[config.mk]
export PLATFORM = sky130hd
export DESIGN_NAME = lbt_ctrl
export DESIGN_NICKNAME = d
export VERILOG_FILES = /design/src/rtl/lbt_pkg.sv /design/src/rtl/lbt_seq.sv /design/src/rtl/lbt_wait_timer.sv /design/src/rtl/lbt_rdy_merge.sv /design/src/rtl/lbt_ctrl.sv
export SDC_FILE = /design/constraint.sdc
export NUM_CORES = 1
export LEC_CHECK = 0
export CAP_MARGIN = 20
export CORE_AREA = 2 2 39 41
export CTS_CLUSTER_DIAMETER = 80
export DETAILED_ROUTE_END_ITERATION = 16
export DIE_AREA = 0 0 41 43
export GPL_TIMING_DRIVEN = 0
export HOLD_SLACK_MARGIN = 0.05
export PLACE_DENSITY = 0.71
export SETUP_SLACK_MARGIN = 0.3
export SKIP_LAST_GASP = 1
export SLEW_MARGIN = 10
export SYNTH_ARGS = -nofsm -noshare
export SYNTH_HDL_FRONTEND = slang
export SYNTH_SLANG_ARGS = --single-unit
[constraint.sdc]
create_clock -name clk -period 2 [get_ports clk]
set_clock_uncertainty 0.15 [all_clocks]
set_input_delay 0.6 -clock clk [delete_from_list [all_inputs] [get_ports clk]]
set_output_delay 0.6 -clock clk [all_outputs]
set_load 0.03 [all_outputs]
[src/rtl/lbt_pkg.sv]
package lbt_pkg;

  // T-state tracking: idle (also covers T1), first T2, claimed T2s, own-wait T2s
  typedef enum logic [1:0] {
    ST_IDLE  = 2'd0,
    ST_FIRST = 2'd1,
    ST_CLAIM = 2'd2,
    ST_OWN   = 2'd3
  } lbt_state_e;

endpackage

[src/rtl/lbt_seq.sv]
module lbt_seq
  import lbt_pkg::*;
(
  input  logic       clk,
  input  logic       rst,
  input  logic       cyc_start,
  input  logic       ext_rdy_n,
  input  logic       claim_n,
  input  logic       own_rdy,
  output lbt_state_e st,
  output logic       enter_own,
  output logic       done_q,
  output logic       claimed_q
);

  lbt_state_e st_nxt;
  logic       term;

  // The first-T2 sample is the only point where claim_n is looked at.
  always_comb begin
    enter_own = (st == ST_FIRST) && ext_rdy_n && claim_n;
    term      = 1'b0;
    st_nxt    = st;
    unique case (st)
      ST_IDLE: begin
        if (cyc_start) st_nxt = ST_FIRST;
      end
      ST_FIRST: begin
        if (!ext_rdy_n) begin
          term   = 1'b1;
          st_nxt = ST_IDLE;
        end else if (!claim_n) begin
          st_nxt = ST_CLAIM;
        end else begin
          st_nxt = ST_OWN;
        end
      end
      ST_CLAIM: begin
        if (!ext_rdy_n) begin
          term   = 1'b1;
          st_nxt = ST_IDLE;
        end
      end
      ST_OWN: begin
        if (own_rdy) begin
          term   = 1'b1;
          st_nxt = ST_IDLE;
        end
      end
      default: st_nxt = ST_IDLE;
    endcase
  end

  always_ff @(posedge clk) begin
    if (rst) begin
      st        <= ST_IDLE;
      done_q    <= 1'b0;
      claimed_q <= 1'b0;
    end else begin
      st        <= st_nxt;
      done_q    <= term;
      claimed_q <= (st_nxt == ST_CLAIM);
    end
  end

endmodule

[src/rtl/lbt_wait_timer.sv]
module lbt_wait_timer #(
  parameter int WS_W = 3
) (
  input  logic            clk,
  input  logic            rst,
  input  logic            enter_own,
  input  logic            in_own,
  input  logic            early_ws_en,
  input  logic [WS_W-1:0] ws_cfg,
  output logic            own_rdy_q
);

  // Holds 2 + max ws_cfg without wrap
  localparam int CNT_W = WS_W + 2;

  logic [CNT_W-1:0] rem;

  // rem counts T2 states left before the own-ready T2; loaded on entry to T2 #2
  always_ff @(posedge clk) begin
    if (rst) begin
      rem       <= '0;
      own_rdy_q <= 1'b0;
    end else if (enter_own) begin
      rem       <= (early_ws_en ? CNT_W'(1) : CNT_W'(2)) + CNT_W'(ws_cfg);
      own_rdy_q <= 1'b0;
    end else if (in_own && !own_rdy_q) begin
      if (rem == CNT_W'(1)) begin
        rem       <= '0;
        own_rdy_q <= 1'b1;
      end else begin
        rem       <= rem - CNT_W'(1);
      end
    end else begin
      rem       <= '0;
      own_rdy_q <= 1'b0;
    end
  end

endmodule

[src/rtl/lbt_rdy_merge.sv]
module lbt_rdy_merge
  import lbt_pkg::*;
(
  input  lbt_state_e st,
  input  logic       ext_rdy_n,
  input  logic       own_rdy,
  output logic       cpu_rdy_n
);

  logic ext_window;

  // External ready reaches the CPU only where it may end the cycle
  always_comb begin
    ext_window = (st == ST_FIRST) || (st == ST_CLAIM);
    cpu_rdy_n  = !(own_rdy || (ext_window && !ext_rdy_n));
  end

endmodule

[src/rtl/lbt_ctrl.sv]
module lbt_ctrl
  import lbt_pkg::*;
#(
  parameter int WS_W = 3
) (
  input  logic            clk,
  input  logic            rst,
  input  logic            cyc_start,
  input  logic            ext_rdy_n,
  input  logic            claim_n,
  input  logic            early_ws_en,
  input  logic [WS_W-1:0] ws_cfg,
  output logic            cpu_rdy_n,
  output logic            cyc_done,
  output logic            claimed
);

  lbt_state_e st;
  logic       enter_own;
  logic       own_rdy_q;
  logic       in_own;

  assign in_own = (st == ST_OWN);

  lbt_seq u_seq (
    .clk       (clk),
    .rst       (rst),
    .cyc_start (cyc_start),
    .ext_rdy_n (ext_rdy_n),
    .claim_n   (claim_n),
    .own_rdy   (own_rdy_q),
    .st        (st),
    .enter_own (enter_own),
    .done_q    (cyc_done),
    .claimed_q (claimed)
  );

  lbt_wait_timer #(.WS_W(WS_W)) u_timer (
    .clk         (clk),
    .rst         (rst),
    .enter_own   (enter_own),
    .in_own      (in_own),
    .early_ws_en (early_ws_en),
    .ws_cfg      (ws_cfg),
    .own_rdy_q   (own_rdy_q)
  );

  lbt_rdy_merge u_merge (
    .st        (st),
    .ext_rdy_n (ext_rdy_n),
    .own_rdy   (own_rdy_q),
    .cpu_rdy_n (cpu_rdy_n)
  );

endmodule

==> impl_metrics.json <==
{
  "status": "finished, violations left",
  "violations": "negative setup slack",
  "fin_area_um2": 822.0,
  "placement.io_buffers": 10,
  "p_per_area_nw_per_um2": 725.7,
  "dpl-instance-area_um2": 744.5,
  "clk_pin_slew_worst_paths_ns": 0.06,
  "layout.nets": 104,
  "routed_wl_um": 1289,
  "drc": 0,
  "grt_first_pass_wirelength_um": 2145,
  "design.die.area_um2": 1763,
  "drv_cap": 0,
  "post-dp-hpwl_um": 908,
  "crit_slowest_cell": "dfxtp_2",
  "root_buffer": "clkbuf_4",
  "ir_worst_vdd_mv": 0.5340,
  "track_usage": 0.1808,
  "cp_max_fo": 2,
  "syn_inst": 67,
  "num_rows": 14,
  "drive_gt1_frac": 0.3690,
  "timing.fmax_mhz": 498.4,
  "final_cell_mix": "nor2_1, dfxtp_1",
  "fin_crit_ns": 2.006,
  "start_kind": "flip-flop",
  "initial_core_util": 0.4277,
  "htreeDepth": 1,
  "met2_length_um": 720,
  "drt-initial-drc-count": 1,
  "cts_sinks": 10,
  "syn_to_final_growth_pct": 38.90,
  "period_share": 1.003,
  "ios": 12,
  "critical-path-max-stage-delay_ns": 0.35,
  "ys_seq_elements": 10,
  "worst_slack_ns": -0.006488,
  "tightest_slew_ns": 0.3823,
  "setup_viol": 1,
  "cts_tree": "done",
  "synth_seq_area_share": 0.3383,
  "cts_buffer_depth": 2,
  "synth.avg_cell_area_um2": 8.833,
  "met3RoutedLength_um": 30,
  "first_pass_iters": 2,
  "totalPowerFinal_w": 0.0005966,
  "p_leak_nw": 0.3362,
  "coreArea_um2": 1384,
  "clkLatencyLatePin_ns": 0.26,
  "antenna_found_initial": 0,
  "regToRegSetupSlack_ns": 0.22,
  "syn_area_um2": 591.8,
  "rsz0062_at_grt": "yes",
  "final_util": 0.5940,
  "wl_per_cell_um": 12.89,
  "grt_max_degree": 9,
  "hold_viol_final": 0,
  "cp.arrival_ns": 1.26,
  "routabilityCongestion": 0.6981,
  "crit_required_ns": 1.25,
  "syn_nets": 85,
  "path_cells": "inv_2, ha_4, nor2b_4, nor2_4, buf_6",
  "ys_types": 25,
  "grt_pass1_vias": 557,
  "crit_buf_inv": 2,
  "highest_layer": "met4",
  "vias": 531,
  "hold_class": "reg -> reg",
  "ant_nets": 0,
  "die_w_um": 41,
  "die_h_um": 43,
  "overflow": 0,
  "n_antenna_cell": 0,
  "slew_viol_final": 0,
  "end_kind": "output pin",
  "holdBufCountCts": 0,
  "yosys_warnings": 0,
  "slew_headroom": 0.7451,
  "cp_top_family": "flip-flops",
  "m1WireLength_um": 516,
  "numCtsBuffers": 3,
  "crit_type": "reg -> out",
  "viasPerCell": 5.310
}
## where the power goes
group / switching, W / internal, W / total (W)
sequential: 0.0000125 / 0.000219 / 0.000231
combinational: 0.000115 / 0.000114 / 0.000229
clock: 0.0000669 / 0.0000695 / 0.000136
total: 0.000194 / 0.000402 / 0.000597
## worst register-to-register path: stages, from the launching register on
cell and delay (ns):
dfxtp_2 0.35, inv_2 0.05, buf_4 0.12, buf_4 0.12, ha_1 0.18, and2_1 0.17, o21ai_0 0.24, a221oi_2 0.12
and2_1 0.18
## layout make-up
| cell class | instances | area [um2] |
|---|---|---|
| well taps | 16 | 20.02 |
| fillers | 131 | 561.8 |
| clock buffers | 3 | 22.52 |
| flip-flops and latches | 10 | 205.2 |
| inverters | 7 | 26.28 |
| multi-input cells | 49 | 430.4 |
| plain buffers | 1 | 3.754 |
| repair buffers | 14 | 113.9 |
## path summary, 6_finish.rpt
kind	from	endpoint	depth (start not counted)
worst max-delay path	u_seq.st[0]	cpu_rdy_n	5
worst max register to register	u_seq.st[0]	u_seq.claimed_q	8
worst min register to register	u_timer.rem[4]	u_timer.rem[4]	2
worst min-delay path	u_timer.rem[4]	u_timer.rem[4]	2
## cell usage after synthesis
library cell  instances  area [um2]
nand2b_1              1       6.260
nor2b_1               2       12.51
inv_1                 7       26.28
a21oi_1               5       25.02
nand4_1               1       6.260
o21ai_0               3       15.01
o32ai_1               1       8.760
or4b_4                1       13.76
nor2_1                7       26.28
xor2_1                3       26.28
buf_1                 1       3.750
nand3_1               2       10.01
nor3_1                2       10.01
nand3b_1              1       7.510
ha_1                  8       100.1
nor3b_1               1       7.510
and2_1                2       12.51
or3_1                 1       6.260
fa_1                  1       20.02
and2_4                1       8.760
o211a_1               1       10.01
nand2_1               2       7.510
a31oi_1               2       12.51
dfxtp_1              10       200.2
a221oi_1              1       8.760
## registers in the layout, indices dropped and copies added, names as in the netlist
register and count:
u_timer.own_rdy_q 1, u_timer.rem 5, u_seq.st 2, u_seq.done_q 1, u_seq.claimed_q 1
## through the flow
step / std cells / setup TNS [ns] / hold slack (ns) / setup slack [ns]
after floorplan: 67 / 0 / 0.2957 / 0.2638
after global placement: 93 / -2.051 / 0.3110 / -0.7696
after detailed placement: 93 / -2.215 / 0.3186 / -0.7792
after CTS: 99 / -0.004224 / 0.3271 / -0.004224
after global routing: 100 / -0.05943 / 0.3492 / -0.05943
final: 100 / -0.006488 / 0.3219 / -0.006488
## what timing repair did
item / 4_1_cts / 5_1_grt
setup endpoints to repair: 11 / 11
cloned: 0 / 0
pin swaps: 3 / 4
resized for setup: 26 / 12
buffers inserted: 3 / 1
## metal layers
layer	vias to the layer above	global-route usage
li1	265	-
met1	256	0.1836
met2	8	0.3063
met3	2	0.08377
met4	0	0.06000
met5	-	0
## kinds of logic after synthesis
logic type,after synthesis,share of synthesized area
adders and majority gates,9,0.2030
and+or+nand+nor,24,0.2284
buffers and inverters,8,0.05074
xor gates and xnor gates,3,0.04441
AOI/OAI and AO/OA,13,0.1353
DFF,10,0.3383
No activity file was read; power rests on OpenSTA's default activity.
